==> config.mk <==
export PLATFORM = sky130hd
export DESIGN_NAME = dds_phase_core
export DESIGN_NICKNAME = d
export VERILOG_FILES = /design/src/rtl/dds_core_pkg.sv /design/src/rtl/dds_ctrl_regs.sv /design/src/rtl/dds_tuning_bank.sv /design/src/rtl/dds_phase_accum.sv /design/src/rtl/dds_phase_core.sv
export SDC_FILE = /design/constraint.sdc
export NUM_CORES = 1
export LEC_CHECK = 0
export BUFFER_PORTS_ARGS = -buffer_cell sky130_fd_sc_hd__buf_2
export CAP_MARGIN = 20
export CELL_PAD_IN_SITES_DETAIL_PLACEMENT = 0
export CELL_PAD_IN_SITES_GLOBAL_PLACEMENT = 1
export CORE_ASPECT_RATIO = 1.25
export CORE_MARGIN = 1.5
export CORE_UTILIZATION = 44
export CTS_CLUSTER_SIZE = 25
export DETAILED_ROUTE_END_ITERATION = 6
export PLACE_DENSITY_LB_ADDON = 0.25
export REMOVE_ABC_BUFFERS = 1
export SKIP_LAST_GASP = 1
export SLEW_MARGIN = 20
export SYNTH_ARGS = -nofsm -noshare
export SYNTH_HDL_FRONTEND = slang
export SYNTH_HIERARCHICAL = 1
export SYNTH_SLANG_ARGS = --single-unit
==> constraint.sdc <==
create_clock -name clk -period 4.4 [get_ports clk]
set_input_delay 0.88 -clock clk [delete_from_list [all_inputs] [get_ports clk]]
set_output_delay 0.88 -clock clk [all_outputs]
set_load 0.005 [all_outputs]
==> src/rtl/dds_core_pkg.sv <==
// Shared types for the phase accumulator synthesizer core.
// Assumes nothing beyond IEEE 1800-2017 packed structs.
package dds_core_pkg;

    // Operating mode bits held in the mode register.
    typedef struct packed {
        logic sleep;     // freeze accumulator, silence output
        logic zero_acc;  // hold accumulator at zero
        logic wipe;      // force tuning and offset registers to zero
    } dds_mode_t;

    localparam dds_mode_t MODE_POWERUP = '{sleep: 1'b1, zero_acc: 1'b1, wipe: 1'b1};

    // Where the active selects come from.
    typedef enum logic {
        SRC_REG = 1'b0,
        SRC_PIN = 1'b1
    } dds_src_e;

endpackage

==> src/rtl/dds_ctrl_regs.sv <==
// Mode register, select register and active-select pipeline.
// The active selects are registered each cycle from either the select
// register or the external pins, as chosen by the source flag.
// Assumes pins are already synchronous to clk.
module dds_ctrl_regs
    import dds_core_pkg::*;
#(
    parameter int NUM_FREQ  = 2,
    parameter int NUM_PHASE = 4,
    parameter int FSEL_W    = $clog2(NUM_FREQ),
    parameter int PSEL_W    = $clog2(NUM_PHASE)
) (
    input  logic              clk,
    input  logic              rst_n,
    input  logic              mode_we,
    input  dds_mode_t         mode_in,
    input  logic              sel_we,
    input  logic              sel_src_in,
    input  logic [FSEL_W-1:0] sel_freq_in,
    input  logic [PSEL_W-1:0] sel_phase_in,
    input  logic [FSEL_W-1:0] pin_freq,
    input  logic [PSEL_W-1:0] pin_phase,
    output dds_mode_t         mode_q,
    output logic [FSEL_W-1:0] fsel_act,
    output logic [PSEL_W-1:0] psel_act
);

    dds_src_e          src_q;
    logic [FSEL_W-1:0] fsel_reg;
    logic [PSEL_W-1:0] psel_reg;

    // Mode register: powers up with every mode bit set.
    always_ff @(posedge clk) begin
        if (!rst_n)       mode_q <= MODE_POWERUP;
        else if (mode_we) mode_q <= mode_in;
    end

    // Select register: source flag plus register-driven selects.
    always_ff @(posedge clk) begin
        if (!rst_n) begin
            src_q    <= SRC_REG;
            fsel_reg <= '0;
            psel_reg <= '0;
        end else if (sel_we) begin
            src_q    <= dds_src_e'(sel_src_in);
            fsel_reg <= sel_freq_in;
            psel_reg <= sel_phase_in;
        end
    end

    // Active selects: registered from the chosen source every cycle.
    always_ff @(posedge clk) begin
        if (!rst_n) begin
            fsel_act <= '0;
            psel_act <= '0;
        end else if (src_q == SRC_PIN) begin
            fsel_act <= pin_freq;
            psel_act <= pin_phase;
        end else begin
            fsel_act <= fsel_reg;
            psel_act <= psel_reg;
        end
    end

    // in pin mode the active selects track the pins one edge later.
    p_pin_track_r7: assert property (@(posedge clk) disable iff (!rst_n)
        (src_q == SRC_PIN) |=> (fsel_act == $past(pin_freq) && psel_act == $past(pin_phase)));

    // in register mode the active selects track the select register.
    p_reg_track_r7: assert property (@(posedge clk) disable iff (!rst_n)
        (src_q == SRC_REG) |=> (fsel_act == $past(fsel_reg) && psel_act == $past(psel_reg)));

endmodule

==> src/rtl/dds_tuning_bank.sv <==
// Storage for NUM_FREQ tuning words and NUM_PHASE phase offsets, with
// the active word and offset muxed out by the given selects.
// Wipe forces all entries to zero and overrides writes.
// Assumes select values stay below their register counts.
module dds_tuning_bank #(
    parameter int ACC_W     = 32,
    parameter int PHASE_W   = 12,
    parameter int NUM_FREQ  = 2,
    parameter int NUM_PHASE = 4,
    parameter int FSEL_W    = $clog2(NUM_FREQ),
    parameter int PSEL_W    = $clog2(NUM_PHASE)
) (
    input  logic               clk,
    input  logic               rst_n,
    input  logic               wipe,
    input  logic               freq_we,
    input  logic [FSEL_W-1:0]  freq_idx,
    input  logic [ACC_W-1:0]   freq_word,
    input  logic               phase_we,
    input  logic [PSEL_W-1:0]  phase_idx,
    input  logic [PHASE_W-1:0] phase_word,
    input  logic [FSEL_W-1:0]  fsel,
    input  logic [PSEL_W-1:0]  psel,
    output logic [ACC_W-1:0]   ftw_sel,
    output logic [PHASE_W-1:0] off_sel
);

    logic [NUM_FREQ-1:0][ACC_W-1:0]    freq_q;
    logic [NUM_PHASE-1:0][PHASE_W-1:0] phase_q;

    for (genvar gi = 0; gi < NUM_FREQ; gi++) begin : g_freq
        // Tuning word entry: wipe wins, else indexed write.
        always_ff @(posedge clk) begin
            if (!rst_n || wipe)
                freq_q[gi] <= '0;
            else if (freq_we && freq_idx == FSEL_W'(gi))
                freq_q[gi] <= freq_word;
        end
    end

    for (genvar gj = 0; gj < NUM_PHASE; gj++) begin : g_phase
        // Phase offset entry: wipe wins, else indexed write.
        always_ff @(posedge clk) begin
            if (!rst_n || wipe)
                phase_q[gj] <= '0;
            else if (phase_we && phase_idx == PSEL_W'(gj))
                phase_q[gj] <= phase_word;
        end
    end

    // Active word and offset read-out.
    always_comb begin
        ftw_sel = freq_q[fsel];
        off_sel = phase_q[psel];
    end

    // one edge after wipe is seen, every entry is zero.
    p_wipe_clears_r6: assert property (@(posedge clk) disable iff (!rst_n)
        wipe |=> (freq_q == '0 && phase_q == '0));

    // without a write, a tuning entry keeps its value.
    p_freq_keep_r9: assert property (@(posedge clk) disable iff (!rst_n)
        (!wipe && !freq_we) |=> $stable(freq_q));

endmodule

==> src/rtl/dds_phase_accum.sv <==
// The phase accumulator and the output phase adder.
// Zero takes priority over sleep. Sleep freezes the accumulator and
// forces the output word to zero.
// Assumes ACC_W >= PHASE_W.
module dds_phase_accum #(
    parameter int ACC_W   = 32,
    parameter int PHASE_W = 12
) (
    input  logic               clk,
    input  logic               rst_n,
    input  logic               zero_acc,
    input  logic               sleep,
    input  logic [ACC_W-1:0]   ftw,
    input  logic [PHASE_W-1:0] offset,
    output logic [ACC_W-1:0]   acc_q,
    output logic [PHASE_W-1:0] phase_word
);

    logic [PHASE_W-1:0] phase_sum;

    // Accumulator update with zero/sleep priority.
    always_ff @(posedge clk) begin
        if (!rst_n || zero_acc) acc_q <= '0;
        else if (!sleep)        acc_q <= acc_q + ftw;
    end

    // Output word: top accumulator bits plus offset, silenced in sleep.
    always_comb begin
        phase_sum  = acc_q[ACC_W-1 -: PHASE_W] + offset;
        phase_word = sleep ? '0 : phase_sum;
    end

    // the zero bit holds the accumulator at zero.
    p_zero_hold_r4: assert property (@(posedge clk) disable iff (!rst_n)
        zero_acc |=> (acc_q == '0));

    // sleep without zero freezes the accumulator.
    p_sleep_freeze_r5: assert property (@(posedge clk) disable iff (!rst_n)
        (sleep && !zero_acc) |=> (acc_q == $past(acc_q)));

    // in run mode the accumulator steps by the active word.
    p_advance_r2: assert property (@(posedge clk) disable iff (!rst_n)
        (!sleep && !zero_acc) |=> (acc_q == $past(acc_q) + $past(ftw)));

endmodule

==> src/rtl/dds_phase_core.sv <==
// Top of the synthesizer core: mode/select control, tuning storage and
// the accumulator, wired together.
// Assumes NUM_FREQ >= 2, NUM_PHASE >= 2, ACC_W >= PHASE_W.
module dds_phase_core
    import dds_core_pkg::*;
#(
    parameter int ACC_W     = 32,
    parameter int PHASE_W   = 12,
    parameter int NUM_FREQ  = 2,
    parameter int NUM_PHASE = 4
) (
    input  logic                         clk,
    input  logic                         rst_n,
    input  logic                         freq_we,
    input  logic [$clog2(NUM_FREQ)-1:0]  freq_idx,
    input  logic [ACC_W-1:0]             freq_word,
    input  logic                         phase_we,
    input  logic [$clog2(NUM_PHASE)-1:0] phase_idx,
    input  logic [PHASE_W-1:0]           phase_word,
    input  logic                         mode_we,
    input  logic                         mode_sleep,
    input  logic                         mode_zero,
    input  logic                         mode_wipe,
    input  logic                         sel_we,
    input  logic                         sel_use_pins,
    input  logic [$clog2(NUM_FREQ)-1:0]  sel_freq,
    input  logic [$clog2(NUM_PHASE)-1:0] sel_phase,
    input  logic [$clog2(NUM_FREQ)-1:0]  pin_freq,
    input  logic [$clog2(NUM_PHASE)-1:0] pin_phase,
    output logic [ACC_W-1:0]             acc_out,
    output logic [PHASE_W-1:0]           phase_out
);

    localparam int FSEL_W = $clog2(NUM_FREQ);
    localparam int PSEL_W = $clog2(NUM_PHASE);

    dds_mode_t          mode_in;
    dds_mode_t          mode_q;
    logic [FSEL_W-1:0]  fsel_act;
    logic [PSEL_W-1:0]  psel_act;
    logic [ACC_W-1:0]   ftw_sel;
    logic [PHASE_W-1:0] off_sel;

    // Pack the mode write bits.
    always_comb begin
        mode_in = '{sleep: mode_sleep, zero_acc: mode_zero, wipe: mode_wipe};
    end

    dds_ctrl_regs #(
        .NUM_FREQ  (NUM_FREQ),
        .NUM_PHASE (NUM_PHASE)
    ) u_ctrl (
        .clk          (clk),
        .rst_n        (rst_n),
        .mode_we      (mode_we),
        .mode_in      (mode_in),
        .sel_we       (sel_we),
        .sel_src_in   (sel_use_pins),
        .sel_freq_in  (sel_freq),
        .sel_phase_in (sel_phase),
        .pin_freq     (pin_freq),
        .pin_phase    (pin_phase),
        .mode_q       (mode_q),
        .fsel_act     (fsel_act),
        .psel_act     (psel_act)
    );

    dds_tuning_bank #(
        .ACC_W     (ACC_W),
        .PHASE_W   (PHASE_W),
        .NUM_FREQ  (NUM_FREQ),
        .NUM_PHASE (NUM_PHASE)
    ) u_bank (
        .clk        (clk),
        .rst_n      (rst_n),
        .wipe       (mode_q.wipe),
        .freq_we    (freq_we),
        .freq_idx   (freq_idx),
        .freq_word  (freq_word),
        .phase_we   (phase_we),
        .phase_idx  (phase_idx),
        .phase_word (phase_word),
        .fsel       (fsel_act),
        .psel       (psel_act),
        .ftw_sel    (ftw_sel),
        .off_sel    (off_sel)
    );

    dds_phase_accum #(
        .ACC_W   (ACC_W),
        .PHASE_W (PHASE_W)
    ) u_accum (
        .clk        (clk),
        .rst_n      (rst_n),
        .zero_acc   (mode_q.zero_acc),
        .sleep      (mode_q.sleep),
        .ftw        (ftw_sel),
        .offset     (off_sel),
        .acc_q      (acc_out),
        .phase_word (phase_out)
    );

    // output is silent whenever the registered sleep bit is set.
    p_sleep_silent_r5: assert property (@(posedge clk) disable iff (!rst_n)
        mode_q.sleep |-> (phase_out == '0));

endmodule

==> impl_metrics.env, run 1 <==
export IMPL_status="completed"
export IMPL_die_y_um=155
export IMPL_wl_mm=19.7
export IMPL_slew_limit_headroom_pct=37.8
export IMPL_fin_nets=1152
export IMPL_fin_skew_ns=0.0124
export IMPL_irDropWorstVdd_v=0.000283
export IMPL_grt_pass1_wl_mm=32.7
export IMPL_drv_slew=0
export IMPL_p_sw_uw=723
export IMPL_cts_tree="yes"
export IMPL_critical_path_required_ns=3.52
export IMPL_critPathKind="reg -> out"
export IMPL_design_area_um2=9410
export IMPL_start_kind="flop"
export IMPL_areaGrowthSynthToFinish_pct=15.2
export IMPL_clock_sinks=154
export IMPL_grt_pass1_vias=6613
export IMPL_dp_hpwl_mm=14.2
export IMPL_gp_congestion=0.895
export IMPL_io_buffers=106
export IMPL_crit_arrival_ns=3.35
export IMPL_holdWs_ns=0.450
export IMPL_ys_seq_area_share_pct=37.7
export IMPL_power_mw=3.11
export IMPL_synth_commonest_cells="nand2_1, dfxtp_1, a21oi_1"
export IMPL_crit_family="compound AO/OA/AOI/OAI gates"
export IMPL_hold_viol=0
export IMPL_path_clk_slew_ns=0.06
export IMPL_syn_avg_cell_area_um2=8.42
export IMPL_holdBufCountCts=0
export IMPL_synth_most_common_cell="nand2_1"
export IMPL_start_util_pct=45.0
export IMPL_slowest_stage="mux4_2"
export IMPL_yosys_area_top_type_share_pct=37.7
export IMPL_yosys_area_top_type="dfxtp_1"
export IMPL_placed_area_um2=8740
export IMPL_dieArea_um2=19400
export IMPL_drt_iter0_drc=279
export IMPL_synth_area_um2=8170
export IMPL_grt_max_degree=65
export IMPL_fill_cells=1805
export IMPL_max_freq_mhz=236
export IMPL_dr_total_vias=6859
export IMPL_largest_reg_flops=64
export IMPL_fin_crit_sh_pct=96.2
export IMPL_max_stage_delay_ns=0.50
export IMPL_path_common_cell="a21oi_2"
export IMPL_syn_inst=970
export IMPL_power_frac_comb_pct=5.5
export IMPL_path_max_fanout=3
export IMPL_clk_latency_ns=0.42
export IMPL_clkPwrFrac_pct=48.7
export IMPL_synthArstFlopShare_pct=0
export IMPL_diodes=0
export IMPL_overflow=0
export IMPL_top_register="u_bank/freq_q"
export IMPL_rows=55
export IMPL_min_period_ns=4.23
export IMPL_ios=107
export IMPL_fp_dieW_um=125
export IMPL_drc_errors=0
export IMPL_p_leak_nw=3.79
export IMPL_holdCritPathClass="reg -> reg"
export IMPL_seq_power_share_pct=45.8
export IMPL_cts_max_path_buffers=2
export IMPL_clock_tree_root_cell="clkbuf_16"
export IMPL_cp_cell_sequence="mux4_2 > ha_2 > fa_2 > a21o_1 > a21oi_2 > o21bai_1 > a21oi_2 > o21ai_1 > a21o_1 > a21oi_2 > xor2_1 > nor2_1 > buf_2"
export IMPL_ys_seq_elements=154
export IMPL_power_density_nw_per_um2=330
export IMPL_synth_area_leaders="dfxtp_1, nand2_1, a21oi_1, ha_1, mux2_2"
export IMPL_core_area_um2=18200
export IMPL_setup_viol=0
export IMPL_wire_per_inst_um=15.3
export IMPL_synth_edf_count=0
export IMPL_reg_largest_list="u_bank/freq_q: 64 flops, u_bank/phase_q: 48 flops, u_accum/acc_q: 32 flops"
export IMPL_firstDrtPassIters=4
export IMPL_tightest_slew_ns=0.930
export IMPL_internal_power_mw=2.38
export IMPL_grtUsageTotal_pct=20.6
export IMPL_crit_buf_inv=1
export IMPL_switching_share_pct=23.3
export IMPL_synth_distinct_cells=63
export IMPL_dp_cells=1253
export IMPL_htree_num_levels=4
export IMPL_via_per_inst=5.33
export IMPL_cp_end_kind="output pin"
export IMPL_drv_cap=0
export IMPL_antenna_found_initial=0
export IMPL_ant_nets=0
export IMPL_drive_gt1_share_pct=21.6
export IMPL_cts_made_buffers=17
export IMPL_synthFlopType="dfxtp_1"
export IMPL_ys_warn_count=6
export IMPL_layoutNonFillerInstCount=1286
[power groups by stage]
| stage | sequential (mW) | clock (mW) | combinational (mW) |
|---|---|---|---|
| after floorplan | 1.46 | 0 | 0.0850 |
| after global placement | 1.45 | 0 | 0.172 |
| after detailed placement | 1.45 | 0 | 0.174 |
| after CTS | 1.42 | 1.54 | 0.174 |
| after global routing | 1.42 | 1.60 | 0.191 |
| final | 1.42 | 1.51 | 0.172 |
[stage by stage]
stage | setup WS (ns) | TNS [ns] | util [%]
global placement | 0.250 | 0 | 48.1
floorplan | 0.280 | 0 | -
detailed placement | 0.238 | 0 | 48.1
CTS | 0.0197 | 0 | 51.6
finish | 0.165 | 0 | 51.8
global route | -0.00545 | -0.00545 | 51.8
[worst reg2reg max path: stages (launching register included)]
cell	delay (ns)
dfxtp_1	0.42
mux2_2	0.36
ha_1	0.23
fa_1	0.43
a211oi_1	0.32
o211ai_1	0.20
a21oi_2	0.33
o31ai_4	0.14
a211oi_1	0.46
o21ai_1	0.20
nand3_1	0.15
a211o_1	0.13
o211ai_1	0.07
[repair_timing]
item | in CTS | in global routing
hold endpoints to repair | 0 | 0
setup endpoints to repair | 3 | 2
buffers inserted | 0 | 1
pin swaps | 0 | 3
gates cloned | 0 | 0
gates resized for setup | 8 | 5
[final cells by class]
type | count | area (µm²) | area share [%]
multi-input cells | 746 | 4770 | 50.7
well taps | 228 | 285 | 3.03
repair buffers | 118 | 628 | 6.67
clock inverters | 13 | 168 | 1.78
flip-flops and latches | 154 | 3090 | 32.8
inverters | 8 | 30.0 | 0.319
clock buffers | 19 | 443 | 4.71
[layout by cell type, fill, tap and decap left out, types with 3 or more instances in the layout]
cell,n
a211oi_1,3
a21o_1,13
a21oi_1,124
a21oi_2,5
and2_1,3
buf_2,106
buf_4,11
bufinv_16,3
clkbuf_16,17
clkinvlp_4,4
dfxtp_1,152
ha_1,40
inv_1,8
mux2_2,32
mux2i_1,17
mux4_2,12
nand2_1,173
nand3_1,56
nand4_1,6
nor2_1,68
nor2b_1,14
nor3_1,7
o211ai_1,4
o21a_1,5
o21ai_0,59
o21ai_1,4
o21ai_2,12
o21bai_1,6
xnor2_1,22
xor2_1,15
[logic make-up (layout without fill, tap and decap cells)]
logic type,after synthesis,after routing,share of synthesized area [%]
compound gates,254,254,18.2
xor+xnor,37,37,3.97
fa+ha+maj,44,44,6.92
buf+inv,70,158,4.55
flops,154,154,37.7
mux,61,61,9.80
simple gates,350,350,18.8
[path summary, 6_finish.rpt]
path / start / endpoint / slack (ns) / cells after the start
max: u_ctrl/psel_act[0]$_SDFF_PN0_ / phase_out[10] / 0.17 / 13
min: u_bank/freq_q[48]$_SDFFE_PP0P_ / u_bank/freq_q[48]$_SDFFE_PP0P_ / 0.45 / 2
max reg2reg: u_ctrl/fsel_act$_SDFF_PN0_ / u_accum/acc_q[30]$_SDFFE_PP0N_ / 0.84 / 12
min reg2reg: u_bank/freq_q[48]$_SDFFE_PP0P_ / u_bank/freq_q[48]$_SDFFE_PP0P_ / 0.45 / 2
[per-layer routing]
metal	up-vias	wire, µm	share of wire, %	GRT usage (%)
met2	106	10200	52	37.7
li1	3547	-	-	-
met3	12	548	2.8	3.37
met5	-	0	0	0
met4	0	205	1.0	6.01
met1	3194	8780	45	25.0
(Power assumes the default switching activity.)
==> inputs of run 2 (changes only) <==
CORE_MARGIN = 8   (was 1.5)
CORE_UTILIZATION = 39   (was 44)
clock period = 3.8 ns   (was 4.4 ns; I/O delays follow)
==> run 2 against run 1 <==
Against the previous run:
- the run now ends with setup timing left
- highest routed layer unchanged
- sequential share of layout area down 0.96 points
- clock power grew 14%
- final cell count increased by 4.7%
- total power is 15% higher
- critical endpoint unchanged
- non-clock buffer count grew 15
- setup slack worse by 0.45 ns
- count of clock-buffer cells in the layout fell by 1
==> impl_metrics.env, run 2 (same netlist as run 1, synthesis figures left out) <==
export IMPL_cts_max_path_buffers=2
export IMPL_fp_dieW_um=145
export IMPL_placed_area_um2=8900
export IMPL_endpoint="phase_out[10]"
export IMPL_setup_viol=4
export IMPL_use_met2_pct=30.0
export IMPL_drv_slew=0
export IMPL_areaGrowthSynthToFinish_pct=18.6
export IMPL_fill_cells=2116
export IMPL_crit_arrival_ns=3.33
export IMPL_path_max_fanout=2
export IMPL_power_density_nw_per_um2=369
export IMPL_ff2ff_path_depth=13
export IMPL_dr_total_vias=6851
export IMPL_grtUsageTotal_pct=16.4
export IMPL_drt_iter0_drc=299
export IMPL_met3_usage_pct=3.14
export IMPL_rsz0062_at_grt="yes"
export IMPL_cts_tree="yes"
export IMPL_fin_crit_sh_pct=108
export IMPL_overflow=0
export IMPL_wl_mm=21.1
export IMPL_gp_congestion=0.847
export IMPL_rrSetupSlack_ns=0.28
export IMPL_grt_busiest_layer="met2"
export IMPL_final_cell_mix="nand2_1, dfxtp_1, a21oi_1"
export IMPL_drc_errors=0
export IMPL_reg_largest_list="u_bank/freq_q: 64 flops, u_bank/phase_q: 48 flops, u_accum/acc_q: 32 flops"
export IMPL_setup_ws_ns=-0.287
export IMPL_rows=59
export IMPL_min_period_ns=4.09
export IMPL_cp_end_kind="output pin"
export IMPL_largest_reg_flops=64
export IMPL_clock_sinks=154
export IMPL_slew_limit_headroom_pct=39.3
export IMPL_top_register="u_bank/freq_q"
export IMPL_dp_slack_ns=-0.0493
export IMPL_gr_usage_met1_pct=18.9
export IMPL_grt_pass1_vias=6943
export IMPL_hold_viol=0
export IMPL_irDropWorstVdd_v=0.000311
export IMPL_wire_per_inst_um=15.6
export IMPL_clock_tree_root_cell="clkbuf_16"
export IMPL_io_buffers=106
export IMPL_tightest_slew_ns=0.908
export IMPL_startpoint="u_ctrl/psel_act[0]$_SDFF_PN0_"
export IMPL_dieArea_um2=25900
export IMPL_max_freq_mhz=245
export IMPL_start_kind="flop"
export IMPL_timing_rr_start="u_ctrl/fsel_act$_SDFF_PN0_"
export IMPL_critical_path_required_ns=3.04
export IMPL_p_leak_nw=3.87
export IMPL_design_area_um2=9690
export IMPL_clk_latency_ns=0.43
export IMPL_critPathKind="reg -> out"
export IMPL_antenna_found_initial=0
export IMPL_drive_gt1_share_pct=23.4
export IMPL_r2r_end="u_accum/acc_q[30]$_SDFFE_PP0N_"
export IMPL_start_util_pct=39.5
export IMPL_core_area_um2=20700
export IMPL_holdCritPathClass="reg -> reg"
export IMPL_holdWs_ns=0.452
export IMPL_cts_made_buffers=17
export IMPL_status="finished with violations"
export IMPL_firstDrtPassIters=4
export IMPL_diodes=0
export IMPL_via_per_inst=5.09
export IMPL_layout_commonest_cell="nand2_1"
export IMPL_ant_nets=0
export IMPL_path_clk_slew_ns=0.07
export IMPL_grt_max_degree=65
export IMPL_ios=107
export IMPL_multi_input_area_um2=4860
export IMPL_whs_path_depth=2
export IMPL_register_area_um2=3090
export IMPL_htree_num_levels=4
export IMPL_violations="setup timing"
export IMPL_die_y_um=178
export IMPL_fin_nets=1167
export IMPL_drv_cap=0
export IMPL_fin_skew_ns=0.0102
export IMPL_dp_hpwl_mm=15.2
export IMPL_grt_pass1_wl_mm=34.8
-- run 2: cell types whose count changed in the layout (fill, tap and decap cells not counted), moves of 2 or more --
cell | previous run | this run
buf_4 | 11 | 21
xnor2_4 | 0 | 2
inv_6 | 1 | 4
clkinv_2 | 2 | 0
ha_1 | 40 | 38
ha_4 | 1 | 4
xor2_2 | 0 | 2
xnor2_1 | 22 | 20
buf_6 | 0 | 4
xor2_1 | 15 | 13
-- run 2: stage by stage --
stage / power, mW / cells / utilization, % / TNS [ns]
after floorplan: 1.79 / 908 / - / -0.278
after global placement: 1.89 / 1309 / 43.0 / -0.0298
after detailed placement: 1.89 / 1310 / 43.1 / -0.0493
after CTS: 3.61 / 1344 / 46.5 / -0.986
after global routing: 3.71 / 1347 / 46.9 / -1.60
final: 3.58 / 1347 / 46.9 / -0.887
-- run 2: final cells by class --
type | instances | area share (%)
well taps | 274 | 3.54
inverters | 8 | 0.310
repair buffers | 133 | 7.93
clock buffers | 18 | 4.53
clock inverters | 14 | 1.67
multi-input cells | 746 | 50.2
flip-flops and latches | 154 | 31.8
-- run 2: worst max-delay path, cell delays in order, from the launching register on --
cell	delay, ns
dfxtp_2	0.35
mux4_2	0.52
ha_4	0.19
fa_2	0.38
a21o_1	0.18
a21oi_2	0.14
o21bai_1	0.09
a21oi_2	0.19
o21ai_2	0.09
a21o_1	0.19
a21oi_2	0.16
xor2_1	0.15
nor2_1	0.07
buf_2	0.18
-- run 2: repair_timing --
item / in CTS / in global routing
hold buffers: 0 / 0
pin swaps: 14 / 5
hold endpoints to repair: 0 / 0
resized for setup: 17 / 7
setup endpoints to repair: 6 / 6
setup buffers: 2 / 3
-- run 2: worst min-delay path by stage --
stage,start,slack (ns),end
2_1_floorplan,u_bank/freq_q[32]$_SDFFE_PP0P_,0.43,u_bank/freq_q[32]$_SDFFE_PP0P_
3_3_place_gp,u_bank/freq_q[13]$_SDFFE_PP0P_,0.44,u_bank/freq_q[13]$_SDFFE_PP0P_
3_5_place_dp,u_bank/freq_q[0]$_SDFFE_PP0P_,0.44,u_bank/freq_q[0]$_SDFFE_PP0P_
4_1_cts,u_bank/freq_q[0]$_SDFFE_PP0P_,0.45,u_bank/freq_q[0]$_SDFFE_PP0P_
5_1_grt,u_bank/freq_q[11]$_SDFFE_PP0P_,0.47,u_bank/freq_q[11]$_SDFFE_PP0P_
6_report,u_bank/freq_q[0]$_SDFFE_PP0P_,0.45,u_bank/freq_q[0]$_SDFFE_PP0P_
-- run 2: routing by layer --
layer / share of wire, % / wire length (µm)
met1: 44 / 9370
met2: 51 / 10700
met3: 3.1 / 648
met4: 1.7 / 364
met5: 0 / 0
-- run 2: where the power goes --
part,switching (mW),leakage (nW),internal [mW]
registers,0.0174,1.24,1.63
clock network,0.726,0.278,0.998
logic,0.127,2.35,0.0795
total,0.871,3.87,2.71
==> inputs of run 3 (changes only) <==
CORE_UTILIZATION = 41   (was 39)
CTS_BUF_LIST = sky130_fd_sc_hd__clkbuf_4   (was unset)
==> run 3 against run 2 <==
Against the previous run:
- the flow still finishes with violations (setup timing)
- largest cell class unchanged
- highest routed layer unchanged
- design area fell by 4.2%
- largest power group is now registers
- critical endpoint unchanged
- non-clock buffer count up 1
- maximum frequency shrank 2.0%
- combinational power about the same
==> impl_metrics.env, run 3 (same netlist as run 1, synthesis figures left out) <==
export IMPL_status="finished with violations"
export IMPL_violations="setup timing"
export IMPL_io_buffers=106
export IMPL_firstDrtPassIters=5
export IMPL_start_util_pct=42.0
export IMPL_drv_slew=0
export IMPL_design_area_um2=9290
export IMPL_crit_arrival_ns=3.41
export IMPL_drive_gt1_share_pct=23.2
export IMPL_wl_met1_mm=9.00
export IMPL_ios=107
export IMPL_power_density_nw_per_um2=307
export IMPL_path_max_fanout=3
export IMPL_wl_mm=20.6
export IMPL_grt_pass1_wl_mm=34.0
export IMPL_drt_iter0_drc=248
export IMPL_placed_area_um2=8890
export IMPL_drv_cap=0
export IMPL_fin_skew_ns=0.0201
export IMPL_final_cell_mix="nand2_1, dfxtp_1, a21oi_1"
export IMPL_hold_viol=0
export IMPL_dp_hpwl_mm=15.1
export IMPL_p_leak_nw=3.73
export IMPL_path_clk_slew_ns=0.13
export IMPL_holdWs_ns=0.416
export IMPL_register_area_um2=3090
export IMPL_setup_tns_final_ns=-1.40
export IMPL_areaGrowthSynthToFinish_pct=13.7
export IMPL_overflow=0
export IMPL_setup_viol=6
export IMPL_min_period_ns=4.17
export IMPL_irDropWorstVdd_v=0.000183
export IMPL_reg_largest_list="u_bank/freq_q: 64 flops, u_bank/phase_q: 48 flops, u_accum/acc_q: 32 flops"
export IMPL_dr_total_vias=6861
export IMPL_largest_reg_flops=64
export IMPL_via_per_inst=5.12
export IMPL_antenna_found_initial=1
export IMPL_clock_sinks=154
export IMPL_fin_crit_sh_pct=110
export IMPL_dieArea_um2=24700
export IMPL_fill_cells=2039
export IMPL_ant_nets=0
export IMPL_gp_congestion=0.853
export IMPL_top_layer_used="met4"
export IMPL_rsz0062_at_grt="yes"
export IMPL_core_area_um2=19500
export IMPL_fp_dieW_um=142
export IMPL_drc_errors=0
export IMPL_clk_latency_ns=0.55
export IMPL_post_route_util_pct=47.7
export IMPL_clock_tree_root_cell="clkbuf_4"
export IMPL_fin_nets=1168
export IMPL_cts_max_path_buffers=2
export IMPL_layout_commonest_cell="nand2_1"
export IMPL_tightest_slew_ns=0.934
export IMPL_multi_input_area_um2=4810
export IMPL_max_freq_mhz=240
export IMPL_die_y_um=174
export IMPL_cts_made_buffers=17
export IMPL_cp_end_kind="output pin"
export IMPL_wl_met2_mm=10.6
export IMPL_critical_path_required_ns=3.04
export IMPL_rows=57
export IMPL_cts_tree="yes"
export IMPL_critPathKind="reg -> out"
export IMPL_htree_num_levels=4
export IMPL_grt_max_degree=65
export IMPL_top_register="u_bank/freq_q"
export IMPL_grtUsageTotal_pct=16.9
export IMPL_grt_pass1_vias=6853
export IMPL_start_kind="flop"
export IMPL_holdCritPathClass="in -> reg"
export IMPL_route_met3_wl_um=784
export IMPL_setup_ws_ns=-0.369
export IMPL_dp_slack_ns=-0.162
export IMPL_wire_per_inst_um=15.4
export IMPL_slew_limit_headroom_pct=37.6
-- run 3: critical path, cell delays in order (launching register included) --
cell,delay (ns)
dfxtp_4,0.39
mux4_2,0.52
buf_4,0.16
fa_2,0.38
a21o_1,0.18
a21oi_2,0.14
o21bai_1,0.10
a21oi_2,0.18
o21ai_2,0.07
a21o_1,0.20
a21oi_2,0.15
xor2_1,0.16
nor2_1,0.07
buf_2,0.17
-- run 3: stage by stage --
stage	instances	total power, mW
floorplan	908	1.79
global placement	1303	1.89
detailed placement	1303	1.89
CTS	1337	2.91
global route	1340	2.99
finish	1340	2.85
-- run 3: repair_timing --
| action | CTS | global route |
|---|---|---|
| pin swaps | 9 | 5 |
| setup buffers | 2 | 2 |
| endpoints found under the hold margin | 0 | 0 |
| endpoints found under the setup margin | 8 | 6 |
| resized for setup | 14 | 3 |
| hold buffers | 0 | 0 |
-- run 3: power by group --
part	switching, mW	leakage (nW)	internal, mW
sequential	0.0167	1.24	1.63
combinational	0.127	2.34	0.0772
clock	0.614	0.147	0.390
-- run 3: routing by layer --
metal  global-route usage [%]  vias to the layer above
li1                         -                     3580
met1                     19.3                     3147
met2                     30.8                      119
met3                     3.36                       15
met4                     5.02                        0
met5                        0                        -
-- run 3: worst paths after layout --
check / startpoint / cells past startpoint / slack [ns] / end
hold reg to reg: u_bank/freq_q[51]$_SDFFE_PP0P_ / 2 / 0.46 / u_bank/freq_q[51]$_SDFFE_PP0P_
hold / removal: mode_sleep / 3 / 0.42 / u_ctrl/mode_q[2]$_SDFFE_PN1P_
setup / recovery: u_ctrl/psel_act[0]$_SDFF_PN0_ / 13 / -0.37 / phase_out[10]
setup reg to reg: u_ctrl/fsel_act$_SDFF_PN0_ / 12 / 0.21 / u_accum/acc_q[30]$_SDFFE_PP0N_
-- run 3: final cells by class --
class | instances | share of cell area, %
antenna | 1 | 0.0270
clock buffer | 17 | 1.37
clock inverter | 15 | 1.62
inverter | 8 | 0.323
multi-input combinational | 746 | 51.9
sequential | 154 | 33.3
tap | 265 | 3.57
timing repair buffer | 134 | 7.98
